<file path="config.mk">
export PLATFORM = sky130hd
export DESIGN_NAME = psr_idle_ctrl
export DESIGN_NICKNAME = d
export VERILOG_FILES = /design/src/rtl/psr_pkg.sv /design/src/rtl/psr_tick_timer.sv /design/src/rtl/psr_seq.sv /design/src/rtl/psr_idle_ctrl.sv
export SDC_FILE = /design/constraint.sdc
export NUM_CORES = 1
export LEC_CHECK = 0
export BUFFER_PORTS_ARGS = -buffer_cell sky130_fd_sc_hd__buf_2
export CORE_UTILIZATION = 32
export CTS_BUF_LIST = sky130_fd_sc_hd__clkbuf_16
export CTS_CLUSTER_SIZE = 10
export DETAILED_ROUTE_END_ITERATION = 16
export HOLD_SLACK_MARGIN = 0.08
export SYNTH_ARGS = -nofsm -noshare
export SYNTH_HDL_FRONTEND = slang
export SYNTH_SLANG_ARGS = --single-unit
</file>
<file path="constraint.sdc">
create_clock -name clk -period 2.15 [get_ports clk]
set_input_delay 0.215 -clock clk [delete_from_list [all_inputs] [get_ports clk]]
set_output_delay 0.215 -clock clk [all_outputs]
set_load 0.01 [all_outputs]
</file>
<file path="src/rtl/psr_pkg.sv">
package psr_pkg;

    typedef enum logic [3:0] {
        ST_RUN,
        ST_SETTLE,
        ST_DN_TIM,
        ST_DN_PAD,
        ST_DN_PIX,
        ST_DN_CORE,
        ST_IDLE,
        ST_UP_CORE,
        ST_UP_PIX,
        ST_UP_PAD,
        ST_UP_TIM,
        ST_UP_REF,
        ST_SUSP
    } psr_state_e;

    typedef struct packed {
        logic refresh;
        logic core;
        logic pix;
        logic pad;
        logic timing;
    } psr_drive_t;

    localparam psr_drive_t DRIVE_RUN  = '{refresh: 1'b0, core: 1'b1, pix: 1'b1, pad: 1'b1, timing: 1'b1};

    // States in which self-refresh is committed and a wake may be requested
    function automatic logic may_wake(psr_state_e s);
        return (s == ST_SETTLE) || (s == ST_DN_TIM) || (s == ST_DN_PAD) ||
               (s == ST_DN_PIX) || (s == ST_DN_CORE) || (s == ST_IDLE);
    endfunction

    function automatic int unsigned count_width(int unsigned limit);
        return (limit < 1) ? 1 : $clog2(limit + 1);
    endfunction

endpackage

</file>
<file path="src/rtl/psr_tick_timer.sv">
module psr_tick_timer #(
    parameter int unsigned LIMIT = 200
) (
    input  logic clk,
    input  logic rst,
    input  logic restart,
    input  logic tick,
    output logic expired
);
    import psr_pkg::*;

    localparam int unsigned W = count_width(LIMIT);
    localparam logic [W-1:0] LIM = W'(LIMIT);

    logic [W-1:0] cnt;

    always_ff @(posedge clk) begin
        if (rst || restart) begin
            cnt <= '0;
        end else if (tick && cnt != LIM) begin
            cnt <= cnt + 1'b1;
        end
    end

    assign expired = (cnt == LIM);

    // the window counter saturates at its limit
    assert_cnt_bound_R6: assert property (@(posedge clk) disable iff (rst)
        cnt <= LIM);

    // a restart always begins a fresh window
    assert_restart_clears_R6: assert property (@(posedge clk) disable iff (rst)
        restart |=> (cnt == '0));

endmodule

</file>
<file path="src/rtl/psr_seq.sv">
module psr_seq (
    input  logic                 clk,
    input  logic                 rst,
    input  logic                 tick,
    input  logic                 upd_req,
    input  logic                 force_leave,
    input  logic                 suspend_req,
    input  logic                 resume_req,
    input  logic                 idle_expired,
    input  logic                 settle_expired,
    output psr_pkg::psr_state_e  state,
    output psr_pkg::psr_drive_t  drive,
    output logic                 idle_flag,
    output logic                 clk_flag
);
    import psr_pkg::*;

    logic wake_hit;
    assign wake_hit = may_wake(state) && (force_leave || upd_req);

    always_ff @(posedge clk) begin
        if (rst) begin
            state     <= ST_RUN;
            drive     <= DRIVE_RUN;
            idle_flag <= 1'b0;
            clk_flag  <= 1'b1;
        end else if (suspend_req && state != ST_SUSP) begin
            state     <= ST_SUSP;
            idle_flag <= 1'b0;
            clk_flag  <= 1'b0;
            if (state == ST_IDLE) begin
                drive.refresh <= 1'b0;
            end else begin
                drive.core   <= 1'b0;
                drive.pix    <= 1'b0;
                drive.pad    <= 1'b0;
                drive.timing <= 1'b0;
            end
        end else if (state == ST_SUSP) begin
            if (resume_req) begin
                state    <= ST_RUN;
                drive    <= DRIVE_RUN;
                clk_flag <= 1'b1;
            end
        end else if (wake_hit) begin
            state <= ST_UP_CORE;
        end else begin
            unique case (state)
                ST_RUN: if (idle_expired && !upd_req) begin
                    drive.refresh <= 1'b1;
                    idle_flag     <= 1'b1;
                    state         <= ST_SETTLE;
                end
                ST_SETTLE: if (settle_expired) state <= ST_DN_TIM;
                ST_DN_TIM: if (tick) begin
                    drive.timing <= 1'b0;
                    state        <= ST_DN_PAD;
                end
                ST_DN_PAD: if (tick) begin
                    drive.pad <= 1'b0;
                    state     <= ST_DN_PIX;
                end
                ST_DN_PIX: if (tick) begin
                    drive.pix <= 1'b0;
                    state     <= ST_DN_CORE;
                end
                ST_DN_CORE: if (tick) begin
                    drive.core <= 1'b0;
                    clk_flag   <= 1'b0;
                    state      <= ST_IDLE;
                end
                ST_UP_CORE: if (tick) begin
                    drive.core <= 1'b1;
                    state      <= ST_UP_PIX;
                end
                ST_UP_PIX: if (tick) begin
                    drive.pix <= 1'b1;
                    state     <= ST_UP_PAD;
                end
                ST_UP_PAD: if (tick) begin
                    drive.pad <= 1'b1;
                    state     <= ST_UP_TIM;
                end
                ST_UP_TIM: if (tick) begin
                    drive.timing <= 1'b1;
                    clk_flag     <= 1'b1;
                    state        <= ST_UP_REF;
                end
                ST_UP_REF: if (tick) begin
                    drive.refresh <= 1'b0;
                    idle_flag     <= 1'b0;
                    state         <= ST_RUN;
                end
                default: state <= state;
            endcase
        end
    end

    // a clock is only enabled when the clock closer to the core is
    assert_clk_chain_R4: assert property (@(posedge clk) disable iff (rst)
        (!drive.pad || drive.pix) && (!drive.pix || drive.core));

    // timing only runs on a fully clocked pipeline
    assert_timing_needs_pad_R5: assert property (@(posedge clk) disable iff (rst)
        drive.timing |-> drive.pad);

    // a stopped timing generator outside suspend implies panel self-refresh
    assert_dark_means_refresh_R3: assert property (@(posedge clk) disable iff (rst)
        (!drive.timing && state != ST_SUSP) |-> drive.refresh);

    // the settle interval keeps everything streaming
    assert_settle_live_R3: assert property (@(posedge clk) disable iff (rst)
        (state == ST_SETTLE) |-> (drive.core && drive.pix && drive.pad && drive.timing));

    // enables only move on tick cycles unless suspend or resume acts
    assert_step_on_tick_R12: assert property (@(posedge clk) disable iff (rst)
        (!tick && !suspend_req && !resume_req) |=>
            $stable({drive.core, drive.pix, drive.pad, drive.timing}));

    // at most one enable changes per sequencing step
    assert_single_step_R4: assert property (@(posedge clk) disable iff (rst)
        (!suspend_req && !resume_req) |=>
            ($countones({drive.core, drive.pix, drive.pad, drive.timing} ^
                        $past({drive.core, drive.pix, drive.pad, drive.timing})) <= 1));

endmodule

</file>
<file path="src/rtl/psr_idle_ctrl.sv">
module psr_idle_ctrl #(
    parameter int unsigned IDLE_MS   = 200,
    parameter int unsigned SETTLE_MS = 48
) (
    input  logic clk,
    input  logic rst,
    input  logic tick_ms,
    input  logic upd_req,
    input  logic force_leave,
    input  logic suspend_req,
    input  logic resume_req,
    output logic panel_refresh_en,
    output logic core_clk_en,
    output logic pix_clk_en,
    output logic pad_clk_en,
    output logic timing_en,
    output logic idle_mode,
    output logic clocks_on
);
    import psr_pkg::*;

    psr_state_e state;
    psr_drive_t drive;
    logic       idle_expired;
    logic       settle_expired;
    logic       idle_restart;
    logic       settle_restart;

    assign idle_restart   = upd_req || (state != ST_RUN);
    assign settle_restart = (state != ST_SETTLE);

    psr_tick_timer #(.LIMIT(IDLE_MS)) u_idle_win (
        .clk     (clk),
        .rst     (rst),
        .restart (idle_restart),
        .tick    (tick_ms),
        .expired (idle_expired)
    );

    psr_tick_timer #(.LIMIT(SETTLE_MS)) u_settle_win (
        .clk     (clk),
        .rst     (rst),
        .restart (settle_restart),
        .tick    (tick_ms),
        .expired (settle_expired)
    );

    psr_seq u_seq (
        .clk            (clk),
        .rst            (rst),
        .tick           (tick_ms),
        .upd_req        (upd_req),
        .force_leave    (force_leave),
        .suspend_req    (suspend_req),
        .resume_req     (resume_req),
        .idle_expired   (idle_expired),
        .settle_expired (settle_expired),
        .state          (state),
        .drive          (drive),
        .idle_flag      (idle_mode),
        .clk_flag       (clocks_on)
    );

    assign panel_refresh_en = drive.refresh;
    assign core_clk_en      = drive.core;
    assign pix_clk_en       = drive.pix;
    assign pad_clk_en       = drive.pad;
    assign timing_en        = drive.timing;

    // clocks are reported running whenever timing is enabled
    assert_status_clk_R13: assert property (@(posedge clk) disable iff (rst)
        timing_en |-> clocks_on);

endmodule

</file>
---- Word level (Yosys, flattened, before mapping) ----
Index checks and enable logic that the tools add are counted.
cells by class
  bitwise gates (word level) .............. 2
  magnitude comparators ................... 0
  add/sub/neg operators ................... 2
  shifts and indexed selects .............. 0
  multiply operators ...................... 0
  multiplexer cells ....................... 35
  equality and inequality tests ........... 57
  divide/modulo/power cells ............... 0
  reductions and logical operators ........ 36
operators by type and width
  operator               number
  $mux W4                16
  $pmux W4 S11           1
  $ne A4 B2 Y1 const B   10
  $reduce_and A6 Y1      5
  $reduce_bool A4 Y1     7
  $reduce_and A13 Y1     2
  $ne A5 B2 Y1 const B   5
  $ne A5 B4 Y1 const B   5
  $eq A4 B4 Y1 const B   5
  $mux W5                4
  $ne A4 B3 Y1 const B   5
  $ne A4 B4 Y1 const B   5
  $eq A4 B3 Y1 const B   4
  $reduce_bool A14 Y1    1
  $reduce_bool A13 Y1    1
  $ne A4 B1 Y1 const B   3
  $pmux W1 S2            6
  $reduce_and A5 Y1      2
  $logic_or A1 B1 Y1     9
  $add A8 B1 Y8 const B  1
  $eq A4 B2 Y1 const B   2
  $eq A8 B8 Y1 const B   1
  $mux W1                8
  $ne A2 B2 Y1 const B   4
  other kinds (15)       20
word-level totals
  memory bits (writable) .................. 0
  input port bits ......................... 7
  output and inout port bits .............. 7
  word-level logic and storage cells ...... 143
  memories kept ........................... 0
  latch bits .............................. 0
  bits in read-only memories .............. 0
  register bits after elaboration ......... 25

---- Depth between registers and ports, before layout ----
Gate-level depths: netlist of run 1.
  word-level depth ........................ 10
  mapped depth ............................ 8

---- Cells and area by module ----
A second synthesis of run 1 with hierarchy kept.
unflattened totals
  cells, all modules ...................... 238
  area, all modules ....................... 1924.3 um^2
by module, submodules not included
  module                          instances  seq. area each (um^2)  cells an instance  area each (um^2)
  psr_seq                         1          220.2                  149                1166.1
  psr_tick_timer at u_idle_win    1          160.2                  49                 419.2
  psr_tick_timer at u_settle_win  1          120.1                  36                 317.8
  psr_idle_ctrl                   1          0.0                    4                  21.3

---- Least setup slack after synthesis of run 1 ----
Ideal clock, no wire load.
  path kind ............................... reg-to-reg
  start point ............................. reg u_idle_win.cnt[0]
  end point ............................... reg u_seq.state[2]
  cell stages (with the launch flop) ...... 9
  buffers on the path ..................... 0
  data arrival time ....................... 1.624 ns
  period minus slack after synthesis ...... 1.751 ns
  setup slack ............................. 0.399 ns
  data required time ...................... 2.023 ns
  cell sequence ........................... dfxtp_1 -> inv_1 -> ha_1 -> and4b_1 -> a31oi_2 -> o41ai_2 -> nand2_1 -> a221oi_1 -> nor2_1
between the ends
  longest elaborated chain between the ends .. 4
ends and longest elaborated chain
  what                          line                  RTL
  from (decl)                   psr_tick_timer.sv:15  logic [W-1:0] cnt;
  from (signal assigned)        psr_tick_timer.sv:21  cnt <= cnt + 1'b1;
  $eq A8 B8 Y1                  psr_tick_timer.sv:25  assign expired = (cnt == LIM);
  $logic_and A1 B1 Y1           psr_seq.sv:49         ST_RUN: if (idle_expired && !upd_req) begin
  $ne A5 B1 Y1 (no line)        n/a
  $reduce_and A13 Y1 (no line)  n/a
  to (signal assigned)          psr_seq.sv:94         default: state <= state;
  to (decl)                     psr_seq.sv:11         output psr_pkg::psr_state_e state,
No other way between the ends.
A chain may end at the register's enable or synchronous reset.

---- Worst setup path after layout of run 1 ----
Ends and elaborated chain as after synthesis.

==> results of run 1 <==
-- flip-flops by register name, summed over array words and instances (netlist names) --
register          cells
u_idle_win.cnt        8
u_seq.clk_flag        1
u_seq.drive           5
u_seq.idle_flag       1
u_seq.state           4
u_settle_win.cnt      6
-- critical path: cells and delay by family (launching register included) --
family	cells	cell delay, ns
AO/OA/AOI/OAI	3	0.86
AND/OR/NAND/NOR	3	0.40
flip-flops	1	0.33
adder cells (fa/ha/maj)	1	0.14
buffers and inverters	1	0.09
-- how the worst min path moves through the flow --
stage	from	to
after global placement	u_seq.drive[0]	u_seq.drive[0]
after CTS	rst	u_seq.drive[4]
final	rst	u_seq.drive[4]
after detailed placement	u_seq.drive[0]	u_seq.drive[0]
after global routing	rst	u_seq.drive[4]
after floorplan	upd_req	u_seq.idle_flag
-- through the flow --
stage	instances	setup WS (ns)	power (mW)	utilization	cell area, um^2
after floorplan	226	0.399	1.54	-	1660
after global placement	299	0.216	1.83	0.373	1810
after detailed placement	299	0.245	1.83	0.373	1810
after CTS	303	0.203	2.28	0.390	1890
after global routing	303	0.00641	2.47	0.390	1890
final	303	0.210	2.28	0.390	1890
-- cell families after synthesis --
family / Yosys count
xor+xnor: 12
flops: 25
buf+inv: 25
simple gates: 98
compound gates: 61
fa+ha+maj: 4
mux: 1
-- final cells by class --
class,count,area [um^2],share of cell area
repair buffers,22,133,0.0702
well taps,67,83.8,0.0443
clock buffers,3,75.1,0.0397
clock inverters,1,8.76,0.00463
inverters,9,33.8,0.0179
flip-flops and latches,25,500,0.265
multi-input cells,176,1060,0.559
-- placed cells by master (no fill, tap or decap), types with 2 or more instances in the layout --
master,n
a21oi_1,17
nand4_1,7
nor3_1,8
a211oi_1,2
buf_2,13
inv_1,9
nand2_1,26
ha_1,4
and3_1,3
buf_4,9
o211ai_1,3
o21ai_0,13
xnor2_1,4
dfxtp_1,25
o31ai_1,2
or3_1,4
nand2b_1,3
nand3_1,6
o22ai_1,3
clkbuf_16,3
o221a_2,2
a31oi_1,5
nor2_1,30
a41oi_1,3
nor2b_1,4
xor2_1,8
-- per-layer routing --
layer  up-vias  routed length [um]  track usage
li1        829                   -            -
met1       757                2030        0.234
met2        61                1760        0.236
met3         4                 268       0.0325
met4         0                  43       0.0598
met5         -                   0            0
-- where the power goes --
part	leakage, nW	total (mW)	switching [mW]	internal [mW]
Sequential	0.204	0.595	0.0548	0.541
Clock	0.0415	0.438	0.181	0.257
Combinational	0.433	1.25	0.770	0.481
Total	0.679	2.28	1.01	1.28
-- cells in the mapped netlist (all sizes together) --
library cell and count:
nor2 30, nand2 26, dfxtp 25, a21oi 17, o21ai 13, clkbuf 10, inv 9, nor3 8
xor2 8, nand4 7, a31oi 6, buf 6, nand3 6, a41oi 4, ha 4, nor2b 4
or3 4, xnor2 4, and3 3, nand2b 3, o211ai 3, o22ai 3, a211oi 2, o221a 2
o31ai 2, a21boi 1, a221oi 1, a22oi 1, a311oi 1, a32o 1, and4b 1, mux2i 1
nor3b 1, nor4bb 1, o21ba 1, o21bai 1, o32ai 1, o41ai 1, or2 1, or3b 1
or4 1, or4b 1
==> results.ini, run 1 <==
[grt]
gr-usage-all-layers=0.162
grt_pass1_wl_um=6970
antenna_found_initial=0
grt_pass1_vias=1513
grt_start_max_net_pins=25
gr-total-overflow=0

[critical_path]
crit_chain=inv_1 > ha_1 > and4b_1 > a31oi_2 > o41ai_2 > nand2_1 > a221oi_1 > nor2_1
reg2reg_depth=8
crit_end=u_seq.state[2]
worstSetupPathType=reg -> reg
max_stage_delay_ns=0.50
crit_start=u_idle_win.cnt[0]
reg2reg_to=u_seq.state[2]
slowest_stage=o41ai_2
arrival_ns=2.09
reg2reg_slack_ns=0.21
startpoint_type=register
worstPathRequired_ns=2.30
reg2reg_from=u_idle_win.cnt[0]
cp-end-kind=register
path_max_fanout=4

[timing]
rsz0062_at_grt=false
period_share=0.902
skew_ns=0.00239
final_max_slew_viol_count=0
max_freq_mhz=515
setup_viol=0
worst_slew_pin_slew_ns=0.565
final.setup.tns_ns=0
maxSlewHeadroom=0.618
hold_viol=0
finalCriticalPeriod_ns=1.94
worst_hold_slack_ns=0.285

[layout]
fillers=509
antennaDiodeCount=0
area_growth_pct=13.9
layout.nets=248
drive_above_1_share=0.148

[drt]
ant_nets=0
routedWlPerCell_um=13.5
viasPerCell=5.45
drc=0
vias=1651
routed_wl_um=4110
firstDrtPassIters=4
drt-initial-drc-count=112

[yosys]
synthAdderAreaFrac=0.0301
syn_area_mm2=0.00166
synthesis.nets=237
yosys_warnings=0
netlist.area_leader.share=0.301
synth_xor_area_frac=0.0633
synth_top_family_by_area=simple AND/OR/NAND/NOR gates
ys_top_cells_by_area=dfxtp_1 (30%), nor2_1 (6.8%), nand2_1 (5.9%), a21oi_1 (5.1%), xor2_1 (4.2%)
yosys.cell_types.count=46
ys_seq_elements=25
synth_top_area_cell=dfxtp_1
netlist_instances=226
synth_compound_area_frac=0.250
avgSynthCellArea_um2=7.35
yosysSeqAreaShare=0.301
synth-simple-area-share=0.286
synthMuxAreaShare=0.00603

[clock_network]
clockBufferDepth=2
hold_buffers=0
clock_sinks=25
cts_made_buffers=3
cts.repair.resized=0
root_buffer=clkbuf_16
clk_pin_slew_ns=0.07
htreeDepth=1
postCtsSetupBuffers=0
cts_tree=done
clk-insertion-delay-late_ns=0.26

[status]
status=finished, final reports clean

[die]
dieArea_mm2=0.00548
io_pins=14
die_height_um=74.0
rows=25
fp.coreArea_mm2=0.00485
die_w_um=74.0
initial_core_util=0.342

[flow_run]
max_cap_violations=0

[power]
ir_worst_vdd_mv=0.529
p_leak_nw=0.679
power.density_mw_per_mm2=1210

[placed_design]
port-buffer-count=13
place.gp.congestion=0.859
dp_hpwl_um=2900

[min_path]
min_path_cells=2
min_path_type=in -> reg

(Power assumes the default switching activity.)
==> run 2: changes to the inputs <==
Settings changed: MAX_ROUTING_LAYER from default to met4.
==> run 2 against run 1 <==
First-iteration DRC count rose by 29%; clock power barely moved; total power fell by 0.18%; clock skew did not move; hold slack barely moved; final area did not move; sequential power barely moved; critical endpoint unchanged; largest cell class unchanged.
==> results.ini, run 2 (same netlist as run 1, synthesis figures left out) <==
[timing]
final_max_slew_viol_count=0
period_share=0.903
skew_ns=0.00239
maxSlewHeadroom=0.618
max_freq_mhz=515
final.setup.tns_ns=0
rsz0062_at_grt=false
worst_hold_slack_ns=0.285
hold_viol=0
setup_viol=0
worst_slew_pin_slew_ns=0.565
finalCriticalPeriod_ns=1.94

[layout]
seq_area_um2=500
largest_register_ffs=8
layout.nets=248
final_util=0.390
final_cell_mix=nor2_1 (30), nand2_1 (26), dfxtp_1 (25)
fin_cells=303
multiInputGateArea_mm2=0.00106
drive_above_1_share=0.148
fillers=509
antennaDiodeCount=0
reg_top3=u_idle_win.cnt (8), u_settle_win.cnt (6), u_seq.drive (5)
top_register=u_idle_win.cnt
mostFrequentLayoutCell=nor2_1
area_growth_pct=13.9

[critical_path]
worstPathRequired_ns=2.30
reg2reg_from=u_idle_win.cnt[0]
worstSetupPathType=reg -> reg
max_stage_delay_ns=0.50
arrival_ns=2.09
slowest_stage=o41ai_2
crit_chain=inv_1 > ha_1 > and4b_1 > a31oi_2 > o41ai_2 > nand2_1 > a221oi_1 > nor2_1
crit_start=u_idle_win.cnt[0]
crit_buf_inv=1
startpoint_type=register
path_max_fanout=4
cp-end-kind=register
crit_family=compound AO/OA/AOI/OAI gates

[power]
combPwrFrac=0.547
power.density_mw_per_mm2=1210
p_leak_nw=0.679
power_frac_seq=0.261
intPower_mw=1.28
power_mw=2.28
ir_worst_vdd_mv=0.528
p_sw_mw=1.00
swShare=0.439
p_clk_frac=0.192

[flow_run]
max_cap_violations=0

[placed_design]
port-buffer-count=13
place.gp.congestion=0.873
dp_cells=299
dp_hpwl_um=2900

[grt]
use_met3=0.0325
antenna_found_initial=0
gr-usage-all-layers=0.167
gr-total-overflow=0
met1_usage=0.234
busiest_layer=met2
grt_pass1_vias=1511
use_met2=0.236
grt_pass1_wl_um=6970
grt_start_max_net_pins=25

[clock_network]
cts_tree=done
htreeDepth=1
clk-insertion-delay-late_ns=0.26
clock_sinks=25
clk_pin_slew_ns=0.07
clockBufferDepth=2
cts_made_buffers=3
cts.repair.resized=0
hold_buffers=0
postCtsSetupBuffers=0
root_buffer=clkbuf_16

[min_path]
hold_start=rst
min_path_type=in -> reg

[drt]
vias=1649
drc=0
ant_nets=0
routed_wl_um=4090
firstDrtPassIters=4
viasPerCell=5.44
drt-initial-drc-count=144
routedWlPerCell_um=13.5

[die]
io_pins=14
fp.coreArea_mm2=0.00485
rows=25
dieArea_mm2=0.00548
initial_core_util=0.342
die_height_um=74.0
die_w_um=74.0

[status]
status=finished, final reports clean

==> run 2: layout make-up <==
class | count | area share
Tap cell | 67 | 0.0443
Multi-Input combinational cell | 176 | 0.559
Timing Repair Buffer | 22 | 0.0702
Sequential cell | 25 | 0.265
Clock inverter | 1 | 0.00463
Inverter | 9 | 0.0179
Clock buffer | 3 | 0.0397
==> run 2: per-layer routing <==
| layer | routed length (um) | share of wire | up-vias |
|---|---|---|---|
| li1 | - | - | 833 |
| met1 | 2070 | 0.51 | 759 |
| met2 | 1740 | 0.42 | 53 |
| met3 | 240 | 0.059 | 4 |
| met4 | 43 | 0.011 | 0 |
| met5 | 0 | 0 | - |
==> run 2: worst paths after layout <==
kind	end	slack, ns	cells past startpoint
setup / recovery	u_seq.state[2]	0.21	8
hold / removal	u_seq.drive[4]	0.29	2
setup reg to reg	u_seq.state[2]	0.21	8
hold reg to reg	u_seq.drive[0]	0.46	2
==> run 2: power by group through the flow <==
stage,Sequential (mW),Clock (mW),Combinational (mW)
after CTS,0.594,0.457,1.23
after global routing,0.605,0.476,1.39
after global placement,0.602,0,1.23
after floorplan,0.619,0,0.917
final,0.595,0.438,1.25
after detailed placement,0.603,0,1.22
==> run 2: stage by stage <==
stage               worst slack (ns)  area, um^2
global route                 0.00641        1890
finish                         0.209        1890
global placement               0.216        1810
detailed placement             0.245        1810
floorplan                      0.399        1660
CTS                            0.203        1890
==> run 3: changes to the inputs <==
Settings changed: BUFFER_PORTS_ARGS -buffer_cell sky130_fd_sc_hd__buf_2 to default, CELL_PAD_IN_SITES_DETAIL_PLACEMENT from default to 1, CELL_PAD_IN_SITES_GLOBAL_PLACEMENT from default to 2, CORE_UTILIZATION 32 to 36, DONT_BUFFER_PORTS from default to 1, PLACE_DENSITY_LB_ADDON from default to 0.1.
==> run 3 against run 2 <==
Critical path depth did not move; sequential share of layout area rose by 0.74 points; combinational power rose by 4%; global-route usage rose by 5.3 points; sequential power rose by 4.7%; critical endpoint unchanged; largest power group unchanged.
==> results.ini, run 3 (same netlist as run 1, synthesis figures left out) <==
[power]
p_clk_frac=0.180
power_mw=2.34
power.density_mw_per_mm2=1270
power_frac_seq=0.265
swShare=0.451
p_sw_mw=1.06
p_leak_nw=0.644
ir_worst_vdd_mv=0.521
intPower_mw=1.29
combPwrFrac=0.555

[timing]
maxSlewHeadroom=0.599
skew_ns=0.00694
max_freq_mhz=505
final_max_slew_viol_count=0
hold_viol=0
setup_viol=0
finalCriticalPeriod_ns=1.98
final.setup.tns_ns=0
worst_hold_slack_ns=0.115
setup_ws_ns=0.170
rsz0062_at_grt=false
worst_slew_pin_slew_ns=0.594
period_share=0.921

[critical_path]
reg2reg_slack_ns=0.17
reg2reg_from=u_idle_win.cnt[0]
worstSetupPathType=reg -> reg
path_max_fanout=4
startpoint_type=register
worstPathRequired_ns=2.30
arrival_ns=2.13
cp-end-kind=register
reg2reg_depth=8
reg2reg_to=u_seq.state[2]

[grt]
grt_pass1_wl_um=8450
gr-total-overflow=0
antenna_found_initial=0
grt_pass1_vias=1699
grt_start_max_net_pins=24
gr-usage-all-layers=0.220

[drt]
viasPerCell=5.88
firstDrtPassIters=4
drc=0
routedWlPerCell_um=17.9
drt-initial-drc-count=128
vias=1634
routed_wl_um=4980
ant_nets=0

[die]
initial_core_util=0.379
io_pins=14
rows=24
die_height_um=69.9
dieArea_mm2=0.00489
die_w_um=69.9
fp.coreArea_mm2=0.00438

[min_path]
min_path_cells=2
min_path_type=in -> reg
min_to=u_seq.drive[2]
hold_start=rst

[placed_design]
dp_cells=273
port-buffer-count=0
dp_hpwl_um=3470
place.gp.congestion=0.806
preCtsSetupSlack_ns=0.206

[layout]
area_growth_pct=10.8
drive_above_1_share=0.106
reg_top3=u_idle_win.cnt (8), u_settle_win.cnt (6), u_seq.drive (5)
antennaDiodeCount=0
fin_cells=278
fillers=551
mostFrequentLayoutCell=nor2_1
top_register=u_idle_win.cnt
layout.nets=238
largest_register_ffs=8
final_cell_mix=nor2_1 (30), nand2_1 (26), dfxtp_1 (25)

[flow_run]
max_cap_violations=0

[clock_network]
clk_pin_slew_ns=0.07
clock_sinks=25
clockBufferDepth=2
root_buffer=clkbuf_16
cts_tree=done
cts_made_buffers=3
clk-insertion-delay-late_ns=0.26
htreeDepth=1
postCtsSetupBuffers=0

[status]
status=finished, final reports clean

[run 3: power groups by stage]
stage	clock network (mW)	logic, mW	registers (mW)
finish	0.421	1.30	0.623
global route	0.454	1.44	0.634
CTS	0.440	1.25	0.623
detailed placement	0	1.23	0.633
global placement	0	1.21	0.629
floorplan	0	0.917	0.619
[run 3: repair_timing]
action	in CTS	in global routing
resized for setup	0	1
endpoints found under the hold margin	7	0
endpoints found under the setup margin	0	2
hold buffers	1	0
[run 3: per-layer routing]
layer | global-route usage | wire [um]
met5 | - | 0
met4 | 0.0422 | 48
met2 | 0.338 | 2330
met3 | 0.0462 | 220
met1 | 0.301 | 2380
[run 3: cell type report]
type,instances,area [um^2],share of cell area
repair buffers,12,92.6,0.0503
well taps,52,65.1,0.0354
flip-flops and latches,25,500,0.272
inverters,9,33.8,0.0184
clock inverters,1,5.00,0.00272
clock buffers,3,75.1,0.0408
multi-input cells,176,1070,0.580
[run 3: worst max-delay path by stage]
| stage | from | end | slack, ns | depth (start not counted) |
|---|---|---|---|---|
| 2_1_floorplan | u_idle_win.cnt[0] | u_seq.state[2] | 0.40 | 8 |
| 3_3_place_gp | u_idle_win.cnt[0] | u_seq.state[2] | 0.30 | 8 |
| 3_5_place_dp | u_idle_win.cnt[0] | u_seq.state[2] | 0.21 | 8 |
| 4_1_cts | u_idle_win.cnt[0] | u_seq.state[2] | 0.15 | 8 |
| 5_1_grt | u_idle_win.cnt[0] | u_seq.state[3] | 0.02 | 8 |
| 6_report | u_idle_win.cnt[0] | u_seq.state[2] | 0.17 | 8 |
[run 3: worst max-delay path, stage by stage (launching register included)]
cell	delay, ns
dfxtp_1	0.33
inv_1	0.09
ha_1	0.15
and4b_1	0.23
a31oi_2	0.14
o41ai_4	0.48
nand2_1	0.11
a221oi_1	0.26
nor2_1	0.07
[run 3: through the flow]
stage          utilization  cell area [um^2]
6_report             0.420              1840
5_1_grt              0.420              1840
4_1_cts              0.417              1830
3_5_place_dp         0.396              1740
3_3_place_gp         0.396              1740
2_1_floorplan            -              1660
